<file path="config.mk">
export PLATFORM = sky130hd
export DESIGN_NAME = rst_cause_clk_mgr
export DESIGN_NICKNAME = d
export VERILOG_FILES = /design/src/rtl/rcm_pkg.sv /design/src/rtl/rcm_flags.sv /design/src/rtl/rcm_clksel.sv /design/src/rtl/rcm_gate.sv /design/src/rtl/rst_cause_clk_mgr.sv
export SDC_FILE = /design/constraint.sdc
export NUM_CORES = 1
export LEC_CHECK = 0
export BUFFER_PORTS_ARGS = -buffer_cell sky130_fd_sc_hd__buf_2
export CAP_MARGIN = 30
export CORE_UTILIZATION = 40
export CTS_CLUSTER_SIZE = 10
export DETAILED_ROUTE_END_ITERATION = 16
export PLACE_DENSITY = 0.83
export REMOVE_ABC_BUFFERS = 1
export SYNTH_ARGS = -nofsm -noshare
export SYNTH_HDL_FRONTEND = slang
export SYNTH_SLANG_ARGS = --single-unit
</file>
<file path="constraint.sdc">
create_clock -name clk -period 1.75 [get_ports clk]
set_clock_uncertainty 0.05 [all_clocks]
set_input_delay 0.0875 -clock clk [delete_from_list [all_inputs] [get_ports clk]]
set_output_delay 0.0875 -clock clk [all_outputs]
set_load 0.05 [all_outputs]
</file>
<file path="src/rtl/rcm_pkg.sv">
package rcm_pkg;
  localparam int FLAG_W = 16;
  localparam int OSC_W  = 3;

  // bit positions are decoded by firmware and must not move
  localparam int B_TRAP = 15;
  localparam int B_IOP  = 14;
  localparam int B_EXT  = 7;
  localparam int B_SWR  = 6;
  localparam int B_WDT  = 4;
  localparam int B_SLP  = 3;
  localparam int B_IDL  = 2;
  localparam int B_BOR  = 1;
  localparam int B_POR  = 0;

  localparam logic [FLAG_W-1:0] ONE      = FLAG_W'(1);
  localparam logic [FLAG_W-1:0] POR_VAL  = (ONE << B_POR) | (ONE << B_BOR);
  localparam logic [FLAG_W-1:0] IMPL_MSK = (ONE << B_TRAP) | (ONE << B_IOP) |
                                           (ONE << B_EXT)  | (ONE << B_SWR) |
                                           (ONE << B_WDT)  | (ONE << B_SLP) |
                                           (ONE << B_IDL)  | POR_VAL;

  typedef struct packed {
    logic por;
    logic bor;
    logic ext;
    logic swr;
    logic wdt;
    logic trap;
    logic iop;
    logic slp;
    logic idl;
  } rcm_evt_t;
endpackage

</file>
<file path="src/rtl/rcm_flags.sv">
module rcm_flags
  import rcm_pkg::*;
(
  input  logic              clk,
  input  logic              rst_n,
  input  rcm_evt_t          evt_i,
  input  logic              wr_en_i,
  input  logic [FLAG_W-1:0] wr_data_i,
  output logic [FLAG_W-1:0] flags_o
);
  logic [FLAG_W-1:0] flags_q, flags_d, hw_set, base;
  logic              upd_en;

  always_comb begin
    hw_set         = '0;
    hw_set[B_TRAP] = evt_i.trap;
    hw_set[B_IOP]  = evt_i.iop;
    hw_set[B_EXT]  = evt_i.ext;
    hw_set[B_SWR]  = evt_i.swr;
    hw_set[B_WDT]  = evt_i.wdt;
    hw_set[B_SLP]  = evt_i.slp;
    hw_set[B_IDL]  = evt_i.idl;
    base    = wr_en_i ? (wr_data_i & IMPL_MSK) : flags_q;
    flags_d = base | hw_set;               // hardware set beats the write
    if (evt_i.por)      flags_d = POR_VAL;
    else if (evt_i.bor) flags_d = (flags_q & (ONE << B_POR)) | (ONE << B_BOR);
    upd_en = wr_en_i | (|evt_i);
  end

  always_ff @(posedge clk or negedge rst_n) begin
    if (!rst_n)      flags_q <= POR_VAL;
    else if (upd_en) flags_q <= flags_d;
  end

  assign flags_o = flags_q;

  AST_HWSET_WINS: assert property (@(posedge clk) disable iff (!rst_n)
    (evt_i.trap && !evt_i.por && !evt_i.bor) |=> flags_o[B_TRAP]);
  AST_POR_CLEARS: assert property (@(posedge clk) disable iff (!rst_n)
    evt_i.por |=> (flags_o == POR_VAL));
  AST_FLAGS_STICKY: assert property (@(posedge clk) disable iff (!rst_n)
    (!wr_en_i && !(|evt_i)) |=> $stable(flags_o));
  AST_UNIMPL_ZERO: assert property (@(posedge clk) disable iff (!rst_n)
    wr_en_i |=> ((flags_o & ~IMPL_MSK) == '0));
endmodule

</file>
<file path="src/rtl/rcm_clksel.sv">
module rcm_clksel #(
  parameter int W = 3
) (
  input  logic         clk,
  input  logic         rst_n,
  input  logic         pwr_rst_i,
  input  logic         any_rst_i,
  input  logic         csw_en_i,
  input  logic [W-1:0] cfg_osc_i,
  input  logic [W-1:0] cur_osc_i,
  output logic [W-1:0] src_o
);
  logic [W-1:0] src_q, src_d;

  always_comb begin
    src_d = (pwr_rst_i || !csw_en_i) ? cfg_osc_i : cur_osc_i;
  end

  always_ff @(posedge clk or negedge rst_n) begin
    if (!rst_n)         src_q <= '0;
    else if (any_rst_i) src_q <= src_d;
  end

  assign src_o = src_q;

  AST_SRC_HELD: assert property (@(posedge clk) disable iff (!rst_n)
    !any_rst_i |=> $stable(src_o));
  AST_SRC_NOSWITCH: assert property (@(posedge clk) disable iff (!rst_n)
    (any_rst_i && !csw_en_i) |=> (src_o == $past(cfg_osc_i)));
endmodule

</file>
<file path="src/rtl/rcm_gate.sv">
module rcm_gate #(
  parameter int N = 2
) (
  input  logic         clk,
  input  logic         rst_n,
  input  logic         restart_i,
  input  logic [N-1:0] done_i,
  output logic         ready_o
);
  logic [N-1:0] seen_q, seen_d;
  logic         ready_q, ready_d;

  for (genvar g = 0; g < N; g++) begin : g_seen
    always_comb seen_d[g] = restart_i ? 1'b0 : (seen_q[g] | done_i[g]);
    always_ff @(posedge clk or negedge rst_n) begin
      if (!rst_n) seen_q[g] <= 1'b0;
      else        seen_q[g] <= seen_d[g];
    end
  end

  always_comb ready_d = !restart_i && (&(seen_q | done_i));

  always_ff @(posedge clk or negedge rst_n) begin
    if (!rst_n) ready_q <= 1'b0;
    else        ready_q <= ready_d;
  end

  assign ready_o = ready_q;

  AST_GATE_RESTART: assert property (@(posedge clk) disable iff (!rst_n)
    restart_i |=> !ready_o);
  AST_GATE_STAYS: assert property (@(posedge clk) disable iff (!rst_n)
    (ready_o && !restart_i) |=> ready_o);
endmodule

</file>
<file path="src/rtl/rst_cause_clk_mgr.sv">
module rst_cause_clk_mgr
  import rcm_pkg::*;
(
  input  logic              clk,
  input  logic              rst_n,
  input  logic              por_evt,
  input  logic              bor_evt,
  input  logic              ext_evt,
  input  logic              swr_evt,
  input  logic              wdt_evt,
  input  logic              trap_evt,
  input  logic              iop_evt,
  input  logic              sleep_evt,
  input  logic              idle_evt,
  input  logic              por_dly_done,
  input  logic              pwrt_done,
  input  logic              ost_done,
  input  logic              pll_lock,
  input  logic              csw_en,
  input  logic [OSC_W-1:0]  cfg_osc,
  input  logic [OSC_W-1:0]  cur_osc,
  input  logic              wr_en,
  input  logic [FLAG_W-1:0] wr_data,
  output logic              sys_rst,
  output logic              cpu_run,
  output logic              fscm_en,
  output logic [FLAG_W-1:0] flags,
  output logic [OSC_W-1:0]  clk_src
);
  logic     boot_q;
  logic     por_i, pwr_rst, any_rst;
  logic     sys_ready, clk_ready;
  logic     fscm_q, fscm_d;
  rcm_evt_t evt;

  // first cycle after rst_n behaves as a power-on event
  always_ff @(posedge clk or negedge rst_n) begin
    if (!rst_n) boot_q <= 1'b1;
    else        boot_q <= 1'b0;
  end

  always_comb begin
    por_i    = por_evt | boot_q;
    pwr_rst  = por_i | bor_evt;
    any_rst  = pwr_rst | ext_evt | swr_evt | wdt_evt | trap_evt | iop_evt;
    evt.por  = por_i;
    evt.bor  = bor_evt;
    evt.ext  = ext_evt;
    evt.swr  = swr_evt;
    evt.wdt  = wdt_evt;
    evt.trap = trap_evt;
    evt.iop  = iop_evt;
    evt.slp  = sleep_evt;
    evt.idl  = idle_evt;
  end

  rcm_flags u_flags (
    .clk       (clk),
    .rst_n     (rst_n),
    .evt_i     (evt),
    .wr_en_i   (wr_en),
    .wr_data_i (wr_data),
    .flags_o   (flags)
  );

  rcm_clksel #(.W(OSC_W)) u_clksel (
    .clk       (clk),
    .rst_n     (rst_n),
    .pwr_rst_i (pwr_rst),
    .any_rst_i (any_rst),
    .csw_en_i  (csw_en),
    .cfg_osc_i (cfg_osc),
    .cur_osc_i (cur_osc),
    .src_o     (clk_src)
  );

  rcm_gate #(.N(2)) u_sys_gate (
    .clk       (clk),
    .rst_n     (rst_n),
    .restart_i (any_rst),
    .done_i    ({pwrt_done, por_dly_done}),
    .ready_o   (sys_ready)
  );

  rcm_gate #(.N(2)) u_clk_gate (
    .clk       (clk),
    .rst_n     (rst_n),
    .restart_i (pwr_rst),
    .done_i    ({pll_lock, ost_done}),
    .ready_o   (clk_ready)
  );

  always_comb begin
    sys_rst = !sys_ready;
    cpu_run = sys_ready & clk_ready;
    fscm_d  = !any_rst & cpu_run;
  end

  always_ff @(posedge clk or negedge rst_n) begin
    if (!rst_n) fscm_q <= 1'b0;
    else        fscm_q <= fscm_d;
  end

  assign fscm_en = fscm_q;

  AST_FSCM_AFTER_RUN: assert property (@(posedge clk) disable iff (!rst_n)
    fscm_en |-> $past(cpu_run));
  AST_FSCM_DROPS: assert property (@(posedge clk) disable iff (!rst_n)
    any_rst |=> !fscm_en);
  AST_PWRSAVE_NO_RST: assert property (@(posedge clk) disable iff (!rst_n)
    ((sleep_evt || idle_evt) && !any_rst && !sys_rst) |=> !sys_rst);
  AST_RST_ON_EVENT: assert property (@(posedge clk) disable iff (!rst_n)
    any_rst |=> (sys_rst && !cpu_run));
endmodule

</file>
==> metrics.yaml, run 1 <==
final_cell_area_um2: 1390
core_area_um2: 2250
yosysTopAreaCell: "dfrtp_1"
worstSetupStartpointType: "flip-flop"
crit_arrival_ns: 1.70
powerDensity_nw_per_um2: 702
chipWidth_um: 51.2
worstHoldPathCells: 3
area_delta_synth_final_pct: 43.4
cts_hold_buf: 16
vias: 943
synth_top_family_by_area: "simple AND/OR/NAND/NOR gates"
irDropWorstVdd_uv: 494
clock-sinks: 20
start_util_pct: 43.0
power_switching_uw: 290
syn_inst: 96
p_seq_share_pct: 49.9
io_buffers: 46
route.detailed.wl_per_inst_um: 12.3
yosys.area_share.adder_pct: 0
cts_resized: 0
max_slew_margin_pct: 51.4
swShare_pct: 29.8
dieArea_um2: 2630
p_leak_nw: 0.677
synth_edf_count: 0
tns_ns: 0
pwr-share-comb_pct: 22.8
antenna_found_initial: 0
fmax_ghz: 0.633
die_y_um: 51.2
root_buffer: "clkbuf_4"
firstDrtPassIters: 4
path_max_fanout: 2
r2r-end: "u_flags.flags_o[3]"
synth_common_cells: "dfrtp_1 (17), nor2_1 (14), nor2b_1 (11), a211oi_1 (7), buf_4 (7)"
worst_hold_startpoint: "trap_evt"
synth-seq-area-share_pct: 52.0
placed_area_um2: 1180
fin_crit_ns: 1.58
ys_warn_count: 0
ys.flop_type: "dfrtp_1"
power.internal_uw: 685
drc: 0
yosys.area_share.simple_pct: 27.1
io_pins: 61
antenna_cells: 0
grt_max_degree: 21
p_clk_share_pct: 27.3
synthMuxAreaShare_pct: 2.06
whs_ns: 0.00310
place_ws_ns: 0.255
rsz0062_at_grt: "no"
required_ns: 1.88
row_count: 17
maxCapViolCount: 0
endpoint_kind: "flip-flop"
first_iter_violations: 16
grt_util_all_layers_pct: 19.1
min_path_type: "input pin to flip-flop"
timing_hold_violations_final: 0
clockBufferDepth: 2
grt_remaining_overflow: 0
h-tree-depth: 1
cts_setup_buffers: 0
async_flop_share_pct: 100
vias_per_cell: 5.04
yosysMostFrequentCell: "dfrtp_1"
rr_worst_depth: 4
synth_compound_area_share_pct: 9.68
synth_top_area_share_pct: 43.9
routed_wl_mm: 2.31
clock_latency_ns: 0.30
nets: 199
drive_above_1_share_pct: 35.2
synth-xor-area-share_pct: 0
finalCritPeriodShare_pct: 90.2
r2r_setup_slack_ns: 0.17
syn_area_per_cell_um2: 10.1
ant_nets: 0
finalWorstSetupSlack_ns: 0.171
cts_tree: "yes"
synthTopCellsByArea: "dfrtp_1 (44%), dfstp_2 (8.1%), nor2b_1 (7.1%)"
worstMarginPinSlew_ns: 0.724
synth-seq-cells: 20
cts_made_buffers: 3
grt_pass1_wl_mm: 3.75
final_cell_count_no_fill: 187
gp_congestion: 0.704
timing.rr.start: "u_flags.flags_o[3]"
dp_cells: 166
status: "complete, no violations"
place_hpwl_mm: 1.56
grt_pass1_vias: 899
clkTransAtPathRegs_ns: 0.11
whs_endpoint: "u_flags.flags_o[15]"
setup_viol: 0
synth_area_um2: 970
critPathKind: "flip-flop to flip-flop"
synth.distinct_cells: 22
drv_slew: 0
-- cells in the final DEF, fill, tap and decap left out --
cell / n
a211oi_1: 7
buf_2: 46
clkbuf_4: 3
clkbuf_8: 1
conb_1: 8
dfrtp_1: 17
dfstp_2: 3
dlygate4sd3_1: 17
inv_1: 2
mux2i_1: 2
nand2_1: 6
nand2b_1: 1
nand4_1: 3
nand4b_1: 3
nor2_1: 14
nor2b_1: 11
nor3_1: 5
nor4_2: 2
o2111ai_1: 3
o21ai_0: 3
or3_1: 1
or4_4: 1
-- registers in the layout (all words and copies together), names as in the netlist --
signal and count:
u_flags.flags_o 9, u_clk_gate.ready_o 1, u_clksel.src_o 3, u_clk_gate.seen_q 2, fscm_en 1, u_sys_gate.seen_q 2
boot_q 1, u_sys_gate.ready_o 1
-- final cells by class --
| cell class | count | area [um^2] |
|---|---|---|
| well taps | 28 | 35.0 |
| flip-flops and latches | 20 | 504 |
| fillers | 210 | 865 |
| inverters | 2 | 7.51 |
| clock buffers | 4 | 36.3 |
| multi-input cells | 70 | 407 |
| repair buffers | 63 | 400 |
-- power by group through the flow --
stage | Clock, mW | Combinational, mW | Sequential, mW
after floorplan | 0 | 0.0723 | 0.538
after global placement | 0 | 0.187 | 0.494
after detailed placement | 0 | 0.193 | 0.495
after CTS | 0.268 | 0.219 | 0.486
after global routing | 0.287 | 0.241 | 0.488
final | 0.266 | 0.223 | 0.486
-- cell families after synthesis --
group | Yosys count
DFF | 20
AOI/OAI and AO/OA | 13
and+or+nand+nor | 47
other | 1
muxes | 2
buffers and inverters | 13
-- per-layer routing --
layer	vias to the layer above	track usage [%]	part of all wire, %
met4	0	5.41	0.95
met5	-	0	0
met1	441	24.0	44
met2	46	34.4	49
met3	4	2.08	6.4
li1	452	-	-
-- metrics by stage --
stage / utilization, % / total power [mW]
6_report: 61.7 / 0.975
5_1_grt: 61.7 / 1.02
4_1_cts: 61.2 / 0.974
3_5_place_dp: 52.5 / 0.688
3_3_place_gp: 52.5 / 0.682
2_1_floorplan: - / 0.610
-- worst max path at each step --
stage	start	endpoint	slack, ns	depth (start not counted)
2_1_floorplan	boot_q	u_sys_gate.ready_o	0.43	2
3_3_place_gp	boot_q	u_sys_gate.ready_o	0.31	2
3_5_place_dp	boot_q	u_sys_gate.ready_o	0.26	2
4_1_cts	u_flags.flags_o[3]	u_flags.flags_o[3]	0.23	4
5_1_grt	u_flags.flags_o[3]	u_flags.flags_o[3]	0.08	4
6_report	u_flags.flags_o[3]	u_flags.flags_o[3]	0.17	4
-- critical path, cell delays in order (launching register included) --
cell           delay (ns)
dfrtp_1              0.40
nor2b_1              0.13
a211oi_1             0.22
dlygate4sd3_1        0.60
nor2_1               0.04
Power figures use the tool's default switching activity.
==> run 2, diff against run 1 <==
Settings changed: PLACE_DENSITY 0.83 to 0.82, SYNTH_HIERARCHICAL set to 1.
==> run 2 against run 1 <==
Synthesized cell count down 15%; non-clock buffer count down 1; clock-buffer cell count down 1; die area up 2.7%; power up 12%; setup slack better by 0.034 ns; cell count down 7.5%; largest power group unchanged.
==> metrics.yaml, run 2 <==
antenna_cells: 0  # unchanged
seq_area_um2: 504  # unchanged
path_delay_family: "simple AND/OR/NAND/NOR gates"  # was buffers and inverters
ys.flop_type: "dfrtp_1"  # unchanged
synth_area_um2: 997  # was 970 um^2
placed_area_um2: 1210  # was 1180 um^2
syn_inst: 82  # was 96
fmax_ghz: 0.647  # was 0.633 GHz
grt_pass1_wl_mm: 3.82  # was 3.75 mm
fin_crit_ns: 1.54  # was 1.58 ns
irDropWorstVdd_uv: 1000  # was 494 uV
maxCapViolCount: 0  # unchanged
cts_resized: 0  # unchanged
grt_pass1_vias: 866  # was 899
final_cell_area_um2: 1430  # was 1390 um^2
grt_max_degree: 21  # unchanged
chipWidth_um: 51.9  # was 51.2 um
tns_ns: 0  # unchanged
firstDrtPassIters: 4  # unchanged
ant_nets: 0  # unchanged
syn_area_per_cell_um2: 12.2  # was 10.1 um^2
core_area_um2: 2280  # was 2250 um^2
die_y_um: 51.9  # was 51.2 um
clock-sinks: 20  # unchanged
cts_setup_buffers: 0  # unchanged
synth-seq-area-share_pct: 50.6  # was 52.0%
route.detailed.wl_per_inst_um: 14.0  # was 12.3 um
synth_common_cells: "dfrtp_1 (17), nor2_1 (9), buf_4 (8), mux2_4 (7), o21a_1 (7)"  # was dfrtp_1 (17), nor2_1 (14), nor2b_1 (11), a211oi_1 (7), buf_4 (7)
synth_top_area_share_pct: 42.7  # was 43.9%
clockBufferDepth: 2  # unchanged
rsz0062_at_grt: "no"  # unchanged
async_flop_share_pct: 100  # unchanged
ys_warn_count: 6  # was 0
status: "complete, no violations"  # unchanged
critical-path-max-stage-delay_ns: 0.53  # was 0.60 ns
first_iter_violations: 20  # was 16
drc: 0  # unchanged
vias_per_cell: 4.88  # was 5.04
crit_arrival_ns: 1.70  # about the same
final_util_pct: 62.7  # was 61.7%
grt_util_all_layers_pct: 20.2  # was 19.1%
antenna_found_initial: 0  # unchanged
synth.distinct_cells: 23  # was 22
crit_chain: "dlygate4sd3_1 -> buf_2 -> nor4_2 -> nand2_1 -> nand4b_1 -> o211ai_2"  # was nor2b_1 -> a211oi_1 -> dlygate4sd3_1 -> nor2_1
final_common_cell: "buf_2"  # unchanged
root_buffer: "clkbuf_4"  # unchanged
dieArea_um2: 2700  # was 2630 um^2
drive_above_1_share_pct: 47.6  # was 35.2%
synth_edf_count: 0  # unchanged
clkTransAtPathRegs_ns: 0.12  # was 0.11 ns
worstSetupStartpointType: "input pin"  # was flip-flop
critPathKind: "input pin to flip-flop"  # was flip-flop to flip-flop
gp_congestion: 0.743  # was 0.704
required_ns: 1.90  # was 1.88 ns
routed_wl_mm: 2.42  # was 2.31 mm
largest_reg_flops: 9  # unchanged
max_slew_margin_pct: 64.4  # was 51.4%
start_util_pct: 43.8  # was 43.0%
cts_made_buffers: 3  # unchanged
dp_cells: 153  # was 166
vias: 845  # was 943
synth-seq-cells: 20  # unchanged
min_path_type: "input pin to flip-flop"  # unchanged
yosysMostFrequentCell: "dfrtp_1"  # unchanged
final_cell_count_no_fill: 173  # was 187
io_buffers: 46  # unchanged
fill_cells: 178  # was 210
p_leak_nw: 0.735  # was 0.677 nW
worstMarginPinSlew_ns: 0.532  # was 0.724 ns
cts_tree: "yes"  # unchanged
critPathBufInv: 2  # was 1
powerDensity_nw_per_um2: 769  # was 702 nW/um^2
setup_viol: 0  # unchanged
endpoint_kind: "flip-flop"  # unchanged
place_hpwl_mm: 1.65  # was 1.56 mm
crit_slowest_cell: "dlygate4sd3_1"  # unchanged
timing_hold_violations_final: 0  # unchanged
multi_input_area_um2: 440  # was 407 um^2
final_cell_mix: "buf_2 (46), dfrtp_1 (17), dlygate4sd3_1 (16)"  # was buf_2 (46), dfrtp_1 (17), dlygate4sd3_1 (17)
clock_latency_ns: 0.31  # was 0.30 ns
whs_ns: 0.00210  # was 0.00310 ns
h-tree-depth: 1  # unchanged
synthTopCellsByArea: "dfrtp_1 (43%), mux2_4 (11%), dfstp_2 (7.9%)"  # was dfrtp_1 (44%), dfstp_2 (8.1%), nor2b_1 (7.1%)
drv_slew: 0  # unchanged
yosysTopAreaCell: "dfrtp_1"  # unchanged
path_max_fanout: 12  # was 2
io_pins: 61  # unchanged
nets: 185  # was 199
area_delta_synth_final_pct: 43.0  # was 43.4%
finalCritPeriodShare_pct: 88.3  # was 90.2%
grt_remaining_overflow: 0  # unchanged
row_count: 17  # unchanged
-- run 2: cell types whose count changed in the layout (fill, tap and decap cells not counted), sizes merged, moves of 3 or more --
cell     before  now
a211oi        7    0
o2111ai       3    0
nor2         14    9
nor2b        11    1
nand4         3    0
mux2          0    7
o21ai         3    0
nor3          5    2
o21a          0    7
o211ai        0    3
nand2b        1    4
-- run 2: cell families after synthesis --
logic type / count (synthesis) / share of synthesized area [%]
and+or+nand+nor: 31 / 19.7
DFF: 20 / 50.6
AOI/OAI and AO/OA: 11 / 9.91
buffers and inverters: 10 / 7.53
muxes: 8 / 11.5
other: 2 / 0.753
-- run 2: worst paths after layout --
check                                           from              endpoint  slack [ns]  cells past startpoint
worst max register to register                boot_q    u_flags/flags_o[4]        0.32                      3
min in group asynchronous                      rst_n   u_flags/flags_o[15]        0.19                      2
worst min register to register  u_sys_gate/seen_q[0]  u_sys_gate/seen_q[0]        0.45                      2
max in group asynchronous                      rst_n    u_flags/flags_o[1]        1.13                      2
worst min-delay path                      cfg_osc[2]     u_clksel/src_o[2]       0.002                      3
worst max-delay path                         ext_evt     u_clksel/src_o[2]        0.21                      6
-- run 2: timing repair --
item                                    in CTS  in global routing
endpoints found under the setup margin       0                  0
endpoints found under the hold margin       36                  1
hold buffers                                15                  1
-- run 2: routing by layer --
layer	vias to the layer above	track usage, %	routed length, um
met5	-	0	0
met4	0	9.46	88
met3	8	2.92	126
met2	44	37.0	1330
met1	400	22.8	872
li1	393	-	-
-- run 2: area by class of cell --
cell class                      count  share of cell area, %
Inverter                            1                  0.263
Multi-Input combinational cell     58                   30.9
Tap cell                           28                   2.46
Sequential cell                    20                   35.4
Clock inverter                      1                   2.11
Timing Repair Buffer               62                   27.4
Clock buffer                        3                   1.58
-- run 2: worst reg2reg max path, stage by stage (launching register included) --
cell and delay, ns:
dfstp_2 0.39, or2_2 0.30, nor2_1 0.42, o21a_1 0.21
-- run 2: power breakdown --
part | internal, mW | switching (mW) | total [mW]
registers | 0.478 | 0.00762 | 0.486
logic | 0.0898 | 0.135 | 0.225
clock network | 0.232 | 0.154 | 0.386
-- run 2: stage by stage --
stage / total power [mW] / setup WS [ns]
after floorplan: 0.617 / 0.483
after global placement: 0.684 / 0.364
after detailed placement: 0.690 / 0.342
after CTS: 1.10 / 0.187
after global routing: 1.14 / 0.0684
final: 1.10 / 0.205
==> run 3, diff against run 2 <==
Settings changed: PLACE_DENSITY 0.82 to 0.79.
==> run 3 against run 2 <==
Clock power decreased by 33%; critical endpoint is now u_clksel/src_o[1]; global-route usage fell by 2.1 points; cell count is 0.58% lower.
==> metrics.yaml, run 3 (synthesis gave the netlist of run 2 again) <==
status: "complete, no violations"  # unchanged
maxCapViolCount: 0  # unchanged
max_slew_margin_pct: 63.1  # was 64.4%
critPathKind: "input pin to flip-flop"  # unchanged
wl_met1_um: 821  # was 872 um
nets: 184  # was 185
fin_crit_ns: 1.55  # was 1.54 ns
cts_hold_buf: 15  # unchanged
final_cell_mix: "buf_2 (46), dfrtp_1 (17), dlygate4sd3_1 (15)"  # was buf_2 (46), dfrtp_1 (17), dlygate4sd3_1 (16)
root_buffer: "clkbuf_4"  # unchanged
final_util_pct: 61.5  # was 62.7%
min_path_type: "input pin to flip-flop"  # unchanged
drc: 0  # unchanged
grt_pass1_vias: 832  # was 866
worstSetupStartpointType: "input pin"  # unchanged
grt_util_all_layers_pct: 18.1  # was 20.2%
final_cell_count_no_fill: 172  # was 173
route.detailed.wl_per_inst_um: 12.8  # was 14.0 um
clock-sinks: 20  # unchanged
grt_max_degree: 21  # unchanged
cts_tree: "yes"  # unchanged
wl_met2_mm: 1.28  # was 1.33 mm
ant_nets: 0  # unchanged
endpoint_kind: "flip-flop"  # unchanged
io_pins: 61  # unchanged
largest_reg_flops: 9  # unchanged
cts_made_buffers: 3  # unchanged
routed_wl_mm: 2.21  # was 2.42 mm
clkTransAtPathRegs_ns: 0.11  # was 0.12 ns
first_iter_violations: 8  # was 20
clockBufferDepth: 2  # unchanged
critPathBufInv: 2  # unchanged
area_delta_synth_final_pct: 40.4  # was 43.0%
final_common_cell: "buf_2"  # unchanged
path_max_fanout: 12  # unchanged
firstDrtPassIters: 4  # unchanged
timing_hold_violations_final: 0  # unchanged
core_area_um2: 2280  # unchanged
dp_cells: 153  # unchanged
crit_chain: "dlygate4sd3_1 -> buf_2 -> nor4_2 -> nand2_1 -> nand4b_1 -> o211ai_2"  # unchanged
fill_cells: 186  # was 178
rsz0062_at_grt: "no"  # unchanged
whs_ns: 0.0184  # was 0.00210 ns
crit_arrival_ns: 1.68  # was 1.70 ns
fmax_ghz: 0.646  # was 0.647 GHz
maxUsedRoutingLayer: "met4"  # unchanged
antenna_found_initial: 0  # unchanged
row_count: 17  # unchanged
powerDensity_nw_per_um2: 691  # was 769 nW/um^2
worstMarginPinSlew_ns: 0.551  # was 0.532 ns
drv_slew: 0  # unchanged
grt_remaining_overflow: 0  # unchanged
cts_resized: 0  # unchanged
antenna_cells: 0  # unchanged
dr_wl_met3_um: 84  # was 126 um
p_leak_nw: 0.724  # was 0.735 nW
vias_per_cell: 4.78  # was 4.88
setup_viol: 0  # unchanged
tns_ns: 0  # unchanged
start_util_pct: 43.8  # unchanged
drive_above_1_share_pct: 47.9  # was 47.6%
cts_setup_buffers: 0  # unchanged
critical-path-max-stage-delay_ns: 0.54  # was 0.53 ns
irDropWorstVdd_uv: 528  # was 1000 uV
h-tree-depth: 1  # unchanged
finalCritPeriodShare_pct: 88.5  # was 88.3%
chipWidth_um: 51.9  # unchanged
die_y_um: 51.9  # unchanged
vias: 823  # was 845
clock_latency_ns: 0.29  # was 0.31 ns
path_delay_family: "simple AND/OR/NAND/NOR gates"  # unchanged
required_ns: 1.88  # was 1.90 ns
place_hpwl_mm: 1.55  # was 1.65 mm
grt_pass1_wl_mm: 3.59  # was 3.82 mm
io_buffers: 46  # unchanged
gp_congestion: 0.683  # was 0.743
dieArea_um2: 2700  # unchanged
crit_slowest_cell: "dlygate4sd3_1"  # unchanged
## run 3: tightest hold or removal path, cell delays in order
cell and delay, ns:
buf_2 0.07, nand4b_1 0.09, o211ai_2 0.08
## run 3: cell type report
| cell class | instances | area [um^2] | share of cell area, % |
|---|---|---|---|
| Inverter | 1 | 3.75 | 0.268 |
| Tap cell | 28 | 35.0 | 2.50 |
| Clock buffer | 4 | 36.3 | 2.59 |
| Sequential cell | 20 | 504 | 36.0 |
| Timing Repair Buffer | 61 | 380 | 27.2 |
| Multi-Input combinational cell | 58 | 440 | 31.5 |
## run 3: per-stage QoR
stage	worst slack (ns)	total power, mW	instance area [um^2]
6_report	0.201	0.968	1400
5_1_grt	0.0832	1.01	1400
4_1_cts	0.193	0.984	1400
3_5_place_dp	0.353	0.689	1210
3_3_place_gp	0.369	0.684	1210
2_1_floorplan	0.483	0.617	948
## run 3: report_power, final
group	internal [mW]	switching [mW]
combinational	0.0883	0.134
sequential	0.478	0.00727
clock	0.127	0.133
## run 3: final timing paths
path	startpoint	endpoint	slack [ns]	cells after the start
min reg2reg	u_clk_gate/seen_q[1]	u_clk_gate/seen_q[1]	0.45	2
max in group asynchronous	rst_n	u_flags/flags_o[0]	1.10	2
max	ext_evt	u_clksel/src_o[1]	0.20	6
min	cur_osc[2]	u_clksel/src_o[2]	0.02	3
min in group asynchronous	rst_n	u_clksel/src_o[2]	0.21	2
max reg2reg	boot_q	u_flags/flags_o[15]	0.29	3
## run 3: layer usage
layer  up-vias  track usage [%]
li1        393                -
met1       403             20.5
met2        23             34.4
met3         4             2.05
met4         0             6.31
met5         -                0
